$ cat src/rtl/adapter_cfg_pkg.sv
package adapter_cfg_pkg;
   localparam int BYTE_W = 8;

   typedef logic [BYTE_W-1:0] cfg_byte_t;

   typedef struct packed {
      logic [2:0] irq_sel;
      logic [3:0] io_win;
      logic [3:0] arb_level;
      logic       burst_en;
      logic [7:0] mem_base;
      logic [7:0] aux_opt;
   } res_cfg_t;

   localparam res_cfg_t RES_IDLE = '0;
endpackage

$ cat src/rtl/adapter_id_rom.sv
module adapter_id_rom
   import adapter_cfg_pkg::*;
#(
   parameter int ADDR_W   = 3,
   parameter int ID_BYTES = 2,
   parameter logic [ID_BYTES*BYTE_W-1:0] CARD_ID = '0
) (
   input  logic [ADDR_W-1:0] addr,
   output logic              hit,
   output cfg_byte_t         id_byte
);
   cfg_byte_t id_arr [ID_BYTES];

   for (genvar g = 0; g < ID_BYTES; g++) begin : g_id
      assign id_arr[g] = CARD_ID[g*BYTE_W +: BYTE_W];
   end

   always_comb begin
      hit     = 1'b0;
      id_byte = '0;
      for (int i = 0; i < ID_BYTES; i++) begin
         if (addr == ADDR_W'(i)) begin
            hit     = 1'b1;
            id_byte = id_arr[i];
         end
      end
   end
endmodule

$ cat src/rtl/adapter_opt_regfile.sv
module adapter_opt_regfile
   import adapter_cfg_pkg::*;
#(
   parameter int ADDR_W    = 3,
   parameter int BASE_OFS  = 2,
   parameter int NUM_OPT   = 4
) (
   input  logic                      clk,
   input  logic                      rst_n,
   input  logic                      wr_stb,
   input  logic [ADDR_W-1:0]         addr,
   input  cfg_byte_t                 wdata,
   output logic                      hit,
   output cfg_byte_t                 rd_byte,
   output logic [NUM_OPT*BYTE_W-1:0] opt_flat
);
   cfg_byte_t opt_q [NUM_OPT];

   for (genvar g = 0; g < NUM_OPT; g++) begin : g_byte
      localparam logic [ADDR_W-1:0] MY_OFS = ADDR_W'(BASE_OFS + g);
      always_ff @(posedge clk or negedge rst_n) begin
         if (!rst_n)
            opt_q[g] <= '0;
         else if (wr_stb && addr == MY_OFS)
            opt_q[g] <= wdata;
      end
      assign opt_flat[g*BYTE_W +: BYTE_W] = opt_q[g];
   end

   always_comb begin
      hit     = 1'b0;
      rd_byte = '0;
      for (int i = 0; i < NUM_OPT; i++) begin
         if (addr == ADDR_W'(BASE_OFS + i)) begin
            hit     = 1'b1;
            rd_byte = opt_q[i];
         end
      end
   end
endmodule

$ cat src/rtl/adapter_res_decode.sv
module adapter_res_decode
   import adapter_cfg_pkg::*;
(
   input  cfg_byte_t ctl_byte,
   input  cfg_byte_t arb_byte,
   input  cfg_byte_t mem_byte,
   input  cfg_byte_t aux_byte,
   input  logic      sleep,
   input  logic      setup_sel,
   output logic      card_en,
   output logic      bus_decode_en,
   output res_cfg_t  res
);
   logic active;

   assign active        = ctl_byte[0] & ~sleep;
   assign card_en       = active;
   assign bus_decode_en = active & ~setup_sel;

   always_comb begin
      res = RES_IDLE;
      if (active) begin
         res.irq_sel   = ctl_byte[3:1];
         res.io_win    = ctl_byte[7:4];
         res.arb_level = arb_byte[3:0];
         res.burst_en  = arb_byte[4];
         res.mem_base  = mem_byte;
         res.aux_opt   = aux_byte;
      end
   end
endmodule

$ cat src/rtl/adapter_setup_regs.sv
module adapter_setup_regs
   import adapter_cfg_pkg::*;
#(
   parameter int ADDR_W   = 3,
   parameter int ID_BYTES = 2,
   parameter int NUM_OPT  = 4,
   parameter logic [ID_BYTES*BYTE_W-1:0] CARD_ID = 16'h5A3C
) (
   input  logic        clk,
   input  logic        rst_n,
   input  logic        setup_sel,
   input  logic [2:0]  reg_addr,
   input  logic        wr_en,
   input  logic [7:0]  wr_data,
   input  logic        rd_en,
   output logic [7:0]  rd_data,
   output logic        rd_valid,
   input  logic        sleep,
   output logic        card_en,
   output logic        bus_decode_en,
   output logic [2:0]  irq_sel,
   output logic [3:0]  io_win,
   output logic [3:0]  arb_level,
   output logic        burst_en,
   output logic [7:0]  mem_base,
   output logic [7:0]  aux_opt
);
   localparam int USED_OFS = ID_BYTES + NUM_OPT;

   if (ADDR_W != 3) begin : g_bad_addr
      $error("ADDR_W must match the 3-bit offset port");
   end
   if (NUM_OPT < 4) begin : g_bad_opt
      $error("NUM_OPT must be at least 4 for the decoded fields");
   end
   if (USED_OFS > (1 << ADDR_W)) begin : g_bad_map
      $error("ID and option bytes do not fit the offset space");
   end

   logic      wr_stb, rd_stb;
   logic      id_hit, opt_hit;
   cfg_byte_t id_byte, opt_byte, rd_mux;
   logic [NUM_OPT*BYTE_W-1:0] opt_flat;
   res_cfg_t  res;

   assign wr_stb = setup_sel & wr_en;
   assign rd_stb = setup_sel & rd_en;

   adapter_id_rom #(
      .ADDR_W(ADDR_W), .ID_BYTES(ID_BYTES), .CARD_ID(CARD_ID)
   ) id_rom_i (
      .addr(reg_addr), .hit(id_hit), .id_byte(id_byte)
   );

   adapter_opt_regfile #(
      .ADDR_W(ADDR_W), .BASE_OFS(ID_BYTES), .NUM_OPT(NUM_OPT)
   ) opt_rf_i (
      .clk(clk), .rst_n(rst_n), .wr_stb(wr_stb), .addr(reg_addr),
      .wdata(wr_data), .hit(opt_hit), .rd_byte(opt_byte), .opt_flat(opt_flat)
   );

   always_comb begin
      if (id_hit)       rd_mux = id_byte;
      else if (opt_hit) rd_mux = opt_byte;
      else              rd_mux = '0;
   end

   always_ff @(posedge clk or negedge rst_n) begin
      if (!rst_n) begin
         rd_data  <= '0;
         rd_valid <= 1'b0;
      end else begin
         rd_valid <= rd_stb;
         rd_data  <= rd_stb ? rd_mux : '0;
      end
   end

   adapter_res_decode dec_i (
      .ctl_byte(opt_flat[0 +: BYTE_W]),
      .arb_byte(opt_flat[BYTE_W +: BYTE_W]),
      .mem_byte(opt_flat[2*BYTE_W +: BYTE_W]),
      .aux_byte(opt_flat[3*BYTE_W +: BYTE_W]),
      .sleep(sleep), .setup_sel(setup_sel),
      .card_en(card_en), .bus_decode_en(bus_decode_en), .res(res)
   );

   assign irq_sel   = res.irq_sel;
   assign io_win    = res.io_win;
   assign arb_level = res.arb_level;
   assign burst_en  = res.burst_en;
   assign mem_base  = res.mem_base;
   assign aux_opt   = res.aux_opt;
endmodule

$ cat config.mk
export PLATFORM = sky130hd
export DESIGN_NAME = adapter_setup_regs
export DESIGN_NICKNAME = d
export VERILOG_FILES = /design/src/rtl/adapter_cfg_pkg.sv /design/src/rtl/adapter_id_rom.sv /design/src/rtl/adapter_opt_regfile.sv /design/src/rtl/adapter_res_decode.sv /design/src/rtl/adapter_setup_regs.sv
export SDC_FILE = /design/constraint.sdc
export NUM_CORES = 1
export LEC_CHECK = 0
export ABC_AREA = 1
export BUFFER_PORTS_ARGS = -buffer_cell sky130_fd_sc_hd__buf_4
export CAP_MARGIN = 5
export CORE_UTILIZATION = 41
export CTS_CLUSTER_SIZE = 28
export DETAILED_ROUTE_END_ITERATION = 8
export PLACE_DENSITY = 0.71
export SLEW_MARGIN = 20
export SYNTH_ARGS = -nofsm -noshare
export SYNTH_HDL_FRONTEND = slang
export SYNTH_SLANG_ARGS = --single-unit
export TNS_END_PERCENT = 1
$ cat constraint.sdc
create_clock -name clk -period 1.29 [get_ports clk]
set_input_delay 0.1935 -clock clk [delete_from_list [all_inputs] [get_ports clk]]
set_output_delay 0.1935 -clock clk [all_outputs]
set_load 0.03 [all_outputs]
==> results.py, run 1 <==
metrics = {
    "layout": {
        "layout_common_cells": "nand2_1 (71), inv_1 (41), dfrtp_1 (41)",
        "fillCellCount": 460,
        "diodes": 0,
        "finalNetCount": 350,
        "design_area_sq_um": 3150,
        "area_growth_syn_to_layout_pct": 45.8,
        "final_common_cell": "nand2_1",
        "drive_above_1_share_pct": 40.8,
    },
    "worst_setup_path": {
        "r2r_slack_ns": 0.31,
        "crit_arrival_ns": 1.34,
        "worst_setup_path_start_kind": "flip-flop",
        "r2r_start": "opt_rf_i.opt_flat[6]",
        "cp.required_ns": 1.10,
        "reg2regPathDepth": 6,
        "cp-end-kind": "output pin",
        "r2r-end": "rd_data[6]",
        "crit_fanout": 8,
        "critPathKind": "flip-flop to output pin",
    },
    "cts": {
        "cts.path.max_buffers": 2,
        "clkLatencyLatePin_ns": 0.29,
        "cts.sinks": 41,
        "cts_tree": "built",
        "cts_made_buffers": 5,
        "htreeDepth": 2,
        "cts_setup_buffers": 0,
        "clk_pin_slew_ns": 0.08,
        "root_buffer": "clkbuf_8",
    },
    "drt": {
        "dr.pass1.iters": 4,
        "vias_per_cell": 4.75,
        "antenna_left": 0,
        "wl_um": 5330,
        "drc_errors": 0,
        "vias": 1914,
        "first_iter_violations": 113,
        "wl_per_cell_um": 13.2,
    },
    "placed_design": {
        "placed_area_sq_um": 2850,
        "port_buffers": 55,
        "place_congestion": 0.795,
        "dpl.hpwl_um": 3800,
    },
    "global_routing": {
        "grt.total_usage_pct": 21.1,
        "grt_antenna_before_repair": 0,
        "globalRoute.totalOverflow": 0,
        "grt_pass1_vias": 1858,
        "grt_max_degree": 42,
        "grt_pass1_wl_um": 8630,
    },
    "timing": {
        "relSlewSlack_pct": 64.9,
        "period_share_pct": 119,
        "final_max_slew_viol_count": 0,
        "setup_ws_ns": -0.240,
        "timing_hold_violations_final": 0,
        "setup_viol": 29,
        "max_freq_mhz": 654,
        "clock_skew_ns": 0.00351,
        "rsz0062_at_grt": "true",
        "worstMarginPinSlew_ns": 0.527,
        "tns_ns": -6.58,
        "period_minus_slack_ns": 1.53,
    },
    "worst_hold_path": {
        "hold_path_end": "opt_rf_i.opt_flat[24]",
        "hold_start": "wr_data[0]",
        "hold_depth": 3,
        "hp-class": "primary input to flip-flop",
    },
    "job": {
        "drv_cap": 0,
    },
    "synth": {
        "synth_area_sq_um": 2160,
        "syn-num-nets": 288,
        "yosysWarnings": 0,
        "avgSynthCellArea_sq_um": 7.98,
        "synth.distinct_cells": 21,
        "synth_seq_cells": 41,
        "synth-seq-area-share_pct": 47.5,
        "synthCells": 271,
    },
    "floorplanning": {
        "ios": 56,
        "core_sq_um": 5110,
        "start_util_pct": 42.3,
        "die_h_um": 74.6,
        "rows": 26,
        "die_w_um": 74.6,
        "die_area_sq_um": 5570,
    },
    "power_and_ir_drop": {
        "cellLeakagePower_nw": 1.52,
        "finalPower_mw": 3.92,
        "ir_drop_uv": 782,
        "powerDensity_nw_per_um2": 1250,
    },
    "run_status": {
        "status": "finished, violations left",
        "violations": "setup timing",
    },
}
==> Yosys cell counts <==
master	count	area, sq um
dfrtp_1	41	1030
inv_2	4	15.0
nand3_1	1	5.00
nand3_4	1	17.5
nand2_4	2	22.5
a21oi_1	12	60.1
o211ai_1	6	45.0
inv_1	43	161
buf_2	2	10.0
buf_6	4	45.0
nand2_1	71	267
nor3_1	2	10.0
o21ai_1	18	90.1
nand3_2	1	10.0
nand2_2	6	37.5
o21ai_2	16	140
nor2_1	34	128
nor2_4	3	33.8
clkbuf_1	1	3.75
buf_4	2	15.0
nor2_8	1	20.0
==> worst max-delay path by stage <==
stage	depth (start not counted)	from	endpoint
2_1_floorplan	6	opt_rf_i.opt_flat[0]	aux_opt[1]
3_3_place_gp	6	opt_rf_i.opt_flat[0]	mem_base[7]
3_5_place_dp	6	opt_rf_i.opt_flat[0]	mem_base[6]
4_1_cts	6	opt_rf_i.opt_flat[0]	aux_opt[4]
5_1_grt	6	opt_rf_i.opt_flat[0]	arb_level[3]
6_report	6	opt_rf_i.opt_flat[0]	arb_level[3]
==> layer usage <==
layer,share of wire [%],global-route usage [%]
met2,53,38.6
met5,0,0
met4,1.1,5.03
met3,3.1,4.69
met1,42,25.2
==> power breakdown <==
part	total [mW]	internal [mW]	switching, mW	leakage [nW]
Combinational	1.30	0.486	0.818	0.945
Clock	0.984	0.562	0.422	0.0540
Sequential	1.64	1.51	0.128	0.522
Total	3.92	2.56	1.37	1.52
==> worst max-delay path, stage by stage (launching register included) <==
cell	delay, ns
dfrtp_1	0.39
inv_2	0.07
nor2_4	0.12
inv_4	0.09
buf_12	0.16
nor2_4	0.09
buf_6	0.13
==> cells by family after synthesis <==
kind of cell / count (synthesis) / synth area share (%)
AOI/OAI and AO/OA: 52 / 15.5
DFF: 41 / 47.5
and+or+nand+nor: 122 / 25.5
buffers and inverters: 56 / 11.6
==> per-stage QoR <==
step / cells / setup slack (ns) / util (%) / hold slack, ns
floorplan: 271 / -0.0990 / - / -0.102
global placement: 394 / 0.101 / 55.7 / 0.203
detailed placement: 394 / 0.0412 / 55.7 / 0.203
CTS: 403 / -0.243 / 61.7 / 0.113
global route: 403 / -0.289 / 61.7 / 0.115
finish: 403 / -0.240 / 61.7 / 0.119
==> cell type report <==
| cell class | instances | area [sq um] | share of cell area [%] |
|---|---|---|---|
| clock inverters | 2 | 35.0 | 1.11 |
| repair buffers | 64 | 644 | 20.4 |
| inverters | 47 | 179 | 5.68 |
| clock buffers | 5 | 68.8 | 2.18 |
| multi-input cells | 174 | 1110 | 35.3 |
| flip-flops and latches | 41 | 1030 | 32.6 |
| well taps | 70 | 87.6 | 2.78 |
==> repair_timing <==
item	CTS	global route
hold buffers	1	0
cloned	1	0
endpoints found under the hold margin	41	0
setup endpoints to repair	29	29
resized for setup	42	0
pin swaps	2	0
==> state kept, by name, summed over array words and instances, names as in the netlist <==
name / flops
rd_valid: 1
opt_rf_i.opt_flat: 32
rd_data: 8
Power figures use the tool's default switching activity.
==> inputs of run 2 (changes only) <==
ABC_AREA = not set   (was 1)
PLACE_DENSITY = 0.65   (was 0.71)
==> run 2 against run 1 <==
Net effect:
- combinational power shrank 14%
- largest power group unchanged
- synthesized area shrank 8.0%
- final cell count shrank 29%
- maximum frequency shrank 0.65%
- core utilization grew 0.32 points
- clock power shrank 17%
- non-clock buffer count grew 13
- the flow still finishes with violations (setup timing)
- sequential power grew 4%
- die area shrank 7.8%
- clock-buffer cell count grew 1
- wire length shrank 13%
- power shrank 7.1%
==> results.py, run 2 <==
metrics = {
    "run_status": {
        "status": "finished, violations left",
        "violations": "setup timing",
    },
    "power_and_ir_drop": {
        "seq_power_share_pct": 46.7,
        "netSwitchingPower_mw": 1.15,
        "p_int_mw": 2.50,
        "p_clk_share_pct": 22.5,
        "ir_drop_uv": 554,
        "cellLeakagePower_nw": 1.37,
        "combPwrFrac_pct": 30.8,
        "powerDensity_nw_per_um2": 1310,
        "swShare_pct": 31.5,
    },
    "synth": {
        "synth_area_sq_um": 1990,
        "synth_seq_cells": 41,
        "yosysWarnings": 0,
        "synth-seq-area-share_pct": 51.6,
        "synth.area.top_cells": "dfrtp_1 (52%), mux2_2 (18%), and2_1 (8.8%)",
        "avgSynthCellArea_sq_um": 12.8,
        "synthCells": 156,
        "synth_edf_count": 0,
        "synth.distinct_cells": 27,
        "synth_ff_type": "dfrtp_1",
        "yosysMostFrequentCell": "dfrtp_1",
        "synth_top_area_share_pct": 51.6,
        "synthArstFlopShare_pct": 100,
        "synth_top_area_cell": "dfrtp_1",
        "syn-num-nets": 173,
        "yosys-top-cells-count": "dfrtp_1 (41), mux2_2 (32), and2_1 (28)",
    },
    "global_routing": {
        "grt_pass1_vias": 1488,
        "grt_pass1_wl_um": 7490,
        "globalRoute.totalOverflow": 0,
        "grt_antenna_before_repair": 0,
        "grt_max_degree": 42,
        "grt.total_usage_pct": 19.7,
    },
    "layout": {
        "largest_reg_flops": 32,
        "diodes": 0,
        "finalNetCount": 250,
        "drive_above_1_share_pct": 58.1,
        "final_common_cell": "buf_4",
        "layout_common_cells": "buf_4 (51), dfrtp_1 (41), mux2_2 (32)",
        "area_growth_syn_to_layout_pct": 40.4,
        "multi_input_area_sq_um": 938,
        "fillCellCount": 378,
        "final_util_pct": 62.0,
        "final-seq-area_sq_um": 1030,
    },
    "drt": {
        "drc_errors": 0,
        "met2_length_um": 2130,
        "first_iter_violations": 95,
        "vias_per_cell": 5.19,
        "dr.pass1.iters": 4,
        "antenna_left": 0,
        "vias": 1485,
        "wl_met1_um": 2190,
        "top_layer": "met4",
        "wl_per_cell_um": 16.2,
        "wl_met3_um": 245,
        "wl_um": 4640,
    },
    "timing": {
        "period_minus_slack_ns": 1.54,
        "setup_viol": 30,
        "setup_ws_ns": -0.250,
        "max_freq_mhz": 650,
        "final_max_slew_viol_count": 0,
        "tns_ns": -7.11,
        "period_share_pct": 119,
        "clock_skew_ns": 0.00267,
        "timing_hold_violations_final": 0,
        "rsz0062_at_grt": "true",
        "worstMarginPinSlew_ns": 0.515,
        "relSlewSlack_pct": 65.7,
    },
    "cts": {
        "htreeDepth": 2,
        "cts.sinks": 41,
        "clkLatencyLatePin_ns": 0.29,
        "cts.path.max_buffers": 2,
        "cts_tree": "built",
        "root_buffer": "clkbuf_8",
        "clk_pin_slew_ns": 0.08,
        "cts_made_buffers": 5,
    },
    "placed_design": {
        "dpl.hpwl_um": 3370,
        "place_congestion": 0.758,
        "port_buffers": 55,
    },
    "worst_setup_path": {
        "r2r_slack_ns": 0.34,
        "r2r_start": "opt_rf_i.opt_flat[0]",
        "critPathKind": "flip-flop to output pin",
        "crit_arrival_ns": 1.35,
        "cpMaxStageDelayCell": "dfrtp_1",
        "max_stage_delay_ns": 0.38,
        "cp.required_ns": 1.10,
        "crit_fanout": 15,
        "crit_start": "opt_rf_i.opt_flat[0]",
        "cp_cell_sequence": "nor2b_4, buf_8, and2_1, buf_6",
        "worst_setup_path_start_kind": "flip-flop",
        "cp-end-kind": "output pin",
    },
    "floorplanning": {
        "start_util_pct": 44.2,
        "rows": 24,
        "die_w_um": 71.7,
        "ios": 56,
        "die_h_um": 71.7,
        "die_area_sq_um": 5130,
        "core_sq_um": 4500,
    },
    "job": {
        "drv_cap": 0,
    },
    "worst_hold_path": {
        "hold_start": "wr_data[3]",
        "hp-class": "primary input to flip-flop",
    },
}
run 2: changes by cell type after synthesis, moves of 12 or more:
cell	previous run	this run
inv_1	43	1
o21ai_2	16	0
nand2_1	71	3
o21ai_1	18	0
mux2i_1	0	12
mux2_2	0	32
and2_1	0	28
nor2_1	34	6
run 2: routing by layer:
| layer | up-vias | global-route usage (%) |
|---|---|---|
| met5 | - | 0 |
| met4 | 0 | 7.84 |
| met3 | 7 | 5.49 |
| met2 | 49 | 29.9 |
| met1 | 734 | 26.8 |
| li1 | 695 | - |
run 2: cell type report:
| type | instances | area share [%] |
|---|---|---|
| Sequential cell | 41 | 36.7 |
| Multi-Input combinational cell | 107 | 33.6 |
| Timing Repair Buffer | 77 | 24.3 |
| Clock buffer | 6 | 2.60 |
| Tap cell | 52 | 2.33 |
| Clock inverter | 2 | 0.358 |
| Inverter | 1 | 0.134 |
run 2: power by group through the flow:
stage / Clock [mW] / Combinational [mW] / Sequential [mW]
after CTS: 0.843 / 1.08 / 1.70
after global routing: 0.915 / 1.20 / 1.74
after floorplan: 0 / 0.640 / 1.70
after global placement: 0 / 0.984 / 1.71
after detailed placement: 0 / 1.00 / 1.73
final: 0.820 / 1.12 / 1.70
run 2: final timing paths:
kind,endpoint,cells after the start
setup / recovery,io_win[0],4
hold / removal,opt_rf_i.opt_flat[11],2
setup reg to reg,rd_data[0],4
hold reg to reg,opt_rf_i.opt_flat[14],1
max in group asynchronous,rd_data[7],2
min in group asynchronous,opt_rf_i.opt_flat[19],2
run 2: what timing repair did:
action                                 4_1_cts  5_1_grt
endpoints found under the hold margin       41        0
setup buffers                                1        1
hold buffers                                 1        0
pin swaps                                    0        2
gates resized for setup                     19       19
cloned                                       1        0
setup endpoints to repair                   30       30
run 2: stage by stage:
step	hold WS, ns	setup slack, ns	cells	power (mW)	area [sq um]
6_report	0.155	-0.250	286	3.65	2790
5_1_grt	0.137	-0.305	286	3.85	2790
4_1_cts	0.148	-0.254	285	3.62	2730
3_5_place_dp	0.202	-0.0230	274	2.73	2550
3_3_place_gp	0.196	0.000725	274	2.70	2550
2_1_floorplan	-0.102	-0.0240	156	2.34	1990
run 2: cells by family (layout without fill, tap and decap cells):
group           count (synthesis)  count (layout)  synth area share [%]
mux                            44              44                  24.2
buf+inv                         8              86                  2.70
flops                          41              41                  51.6
simple gates                   49              49                  16.1
compound gates                 14              14                  5.47
run 2: worst max-delay path, delay by kind of cell, from the launching register on:
| kind | cells | cell delay (ns) |
|---|---|---|
| buf+inv | 2 | 0.29 |
| flops | 1 | 0.38 |
| simple gates | 2 | 0.37 |
==> inputs of run 3 (changes only) <==
BUFFER_PORTS_ARGS = not set   (was -buffer_cell sky130_fd_sc_hd__buf_4)
DONT_BUFFER_PORTS = 1   (was not set)
PLACE_DENSITY = not set   (was 0.65)
==> run 3 against run 2 <==
Net effect:
- the flow still finishes with violations (setup timing)
- sequential share of layout area increased by 0.43 points
- clock power decreased by 2%
- critical path depth is the same
- hold slack got worse by 0.11 ns
- power rose by 1.1%
- global-route usage decreased by 0.70 points
- wire length fell by 3.4%
- largest power group unchanged
- highest routed layer unchanged
==> results.py, run 3 (synthesis results as in run 2) <==
metrics = {
    "run_status": {
        "status": "finished, violations left",
        "violations": "setup timing",
    },
    "drt": {
        "first_iter_violations": 64,
        "wl_um": 4480,
        "vias_per_cell": 5.27,
        "vias": 1339,
        "wl_per_cell_um": 17.6,
        "dr.pass1.iters": 4,
        "antenna_left": 0,
        "drc_errors": 0,
    },
    "placed_design": {
        "placed_area_sq_um": 2500,
        "port_buffers": 0,
        "dpl.hpwl_um": 3160,
        "pre_cts_ws_ns": 0.00179,
        "place_congestion": 0.802,
        "place_inst": 242,
    },
    "cts": {
        "cts_made_buffers": 5,
        "cts.path.max_buffers": 2,
        "cts_tree": "built",
        "clk_pin_slew_ns": 0.08,
        "cts.sinks": 41,
        "clkLatencyLatePin_ns": 0.29,
        "root_buffer": "clkbuf_8",
        "htreeDepth": 2,
    },
    "global_routing": {
        "grt_pass1_wl_um": 7460,
        "grt.total_usage_pct": 19.0,
        "grt_pass1_vias": 1407,
        "globalRoute.totalOverflow": 0,
        "grt_antenna_before_repair": 0,
        "grt_max_degree": 42,
    },
    "worst_setup_path": {
        "crit_arrival_ns": 1.34,
        "cp.required_ns": 1.10,
        "r2r-end": "rd_data[4]",
        "reg2regPathDepth": 3,
        "crit_fanout": 9,
        "critPathKind": "flip-flop to output pin",
        "r2r_start": "opt_rf_i.opt_flat[12]",
        "endpoint": "irq_sel[1]",
        "crit_start": "opt_rf_i.opt_flat[0]",
        "r2r_slack_ns": 0.32,
        "worst_setup_path_start_kind": "flip-flop",
        "cp-end-kind": "output pin",
    },
    "layout": {
        "multi_input_area_sq_um": 976,
        "final-seq-area_sq_um": 1030,
        "fillCellCount": 364,
        "drive_above_1_share_pct": 58.9,
        "largest_reg_flops": 32,
        "area_growth_syn_to_layout_pct": 38.8,
        "design_area_sq_um": 2760,
        "diodes": 0,
        "final_common_cell": "dfrtp_1",
        "fin_cells": 254,
        "layout_common_cells": "dfrtp_1 (41), mux2_2 (32), and2_4 (22)",
        "finalNetCount": 218,
    },
    "timing": {
        "clock_skew_ns": 0.00464,
        "worstMarginPinSlew_ns": 0.285,
        "max_freq_mhz": 654,
        "period_share_pct": 119,
        "rsz0062_at_grt": "true",
        "whs_ns": 0.0470,
        "period_minus_slack_ns": 1.53,
        "relSlewSlack_pct": 81.0,
        "timing_hold_violations_final": 0,
        "setup_ws_ns": -0.239,
        "final_max_slew_viol_count": 0,
        "setup_viol": 30,
    },
    "power_and_ir_drop": {
        "finalPower_mw": 3.69,
        "cellLeakagePower_nw": 1.27,
        "powerDensity_nw_per_um2": 1330,
        "ir_drop_uv": 616,
    },
    "floorplanning": {
        "rows": 24,
        "die_area_sq_um": 5130,
        "die_w_um": 71.7,
        "die_h_um": 71.7,
        "core_sq_um": 4500,
        "ios": 56,
        "start_util_pct": 44.2,
    },
    "worst_hold_path": {
        "hp-class": "primary input to flip-flop",
    },
    "job": {
        "drv_cap": 0,
    },
}
## run 3: cell types whose count changed in the layout (fill, tap and decap cells not counted)
cell / previous run / this run
and2b_1: 1 / 0
buf_12: 0 / 16
and2b_4: 0 / 1
and2_4: 8 / 22
and2_1: 19 / 5
buf_4: 51 / 10
buf_8: 1 / 0
buf_6: 24 / 18
## run 3: final cells by class
| class | count | share of cell area (%) |
|---|---|---|
| repair buffers | 45 | 22.0 |
| clock inverters | 2 | 0.362 |
| multi-input cells | 107 | 35.3 |
| flip-flops and latches | 41 | 37.2 |
| clock buffers | 6 | 2.63 |
| inverters | 1 | 0.136 |
| well taps | 52 | 2.36 |
## run 3: worst min-delay path by stage
stage | startpoint | endpoint | slack, ns | depth (start not counted)
floorplan | rst_n | opt_rf_i.opt_flat[0] | -0.10 | 0
global route | wr_data[4] | opt_rf_i.opt_flat[12] | 0.03 | 1
CTS | wr_data[4] | opt_rf_i.opt_flat[12] | 0.04 | 1
detailed placement | rst_n | opt_rf_i.opt_flat[3] | -0.10 | 0
global placement | rst_n | rd_data[3] | -0.10 | 0
finish | wr_data[4] | opt_rf_i.opt_flat[12] | 0.05 | 1
## run 3: per-layer routing
metal	up-vias	routed length, um	global-route usage (%)
met5	-	0	0
met4	0	48	6.10
met3	6	215	5.49
met2	35	2270	30.7
met1	663	1950	24.7
li1	635	-	-
## run 3: critical path, stage by stage (launching register included)
cell and delay [ns]:
dfrtp_1 0.35, nor2b_4 0.24, buf_6 0.16, and2_1 0.17
buf_12 0.13
## run 3: metrics by stage
stage | util, % | TNS (ns)
after floorplan | - | -0.192
after global placement | 55.6 | 0
after detailed placement | 55.6 | 0
after CTS | 58.4 | -6.77
after global routing | 61.3 | -8.37
final | 61.3 | -6.15
## run 3: what timing repair did
| action | CTS | global route |
|---|---|---|
| pin swaps | 0 | 1 |
| hold buffers | 2 | 0 |
| setup buffers | 0 | 2 |
| setup endpoints to repair | 30 | 30 |
| gates resized for setup | 5 | 38 |
| hold endpoints to repair | 41 | 0 |
## run 3: report_power, final
| group | leakage [nW] | internal [mW] | switching, mW | total, mW |
|---|---|---|---|---|
| Sequential | 0.515 | 1.53 | 0.207 | 1.74 |
| Combinational | 0.711 | 0.658 | 0.480 | 1.14 |
| Clock | 0.0450 | 0.375 | 0.432 | 0.807 |
| Total | 1.27 | 2.57 | 1.12 | 3.69 |
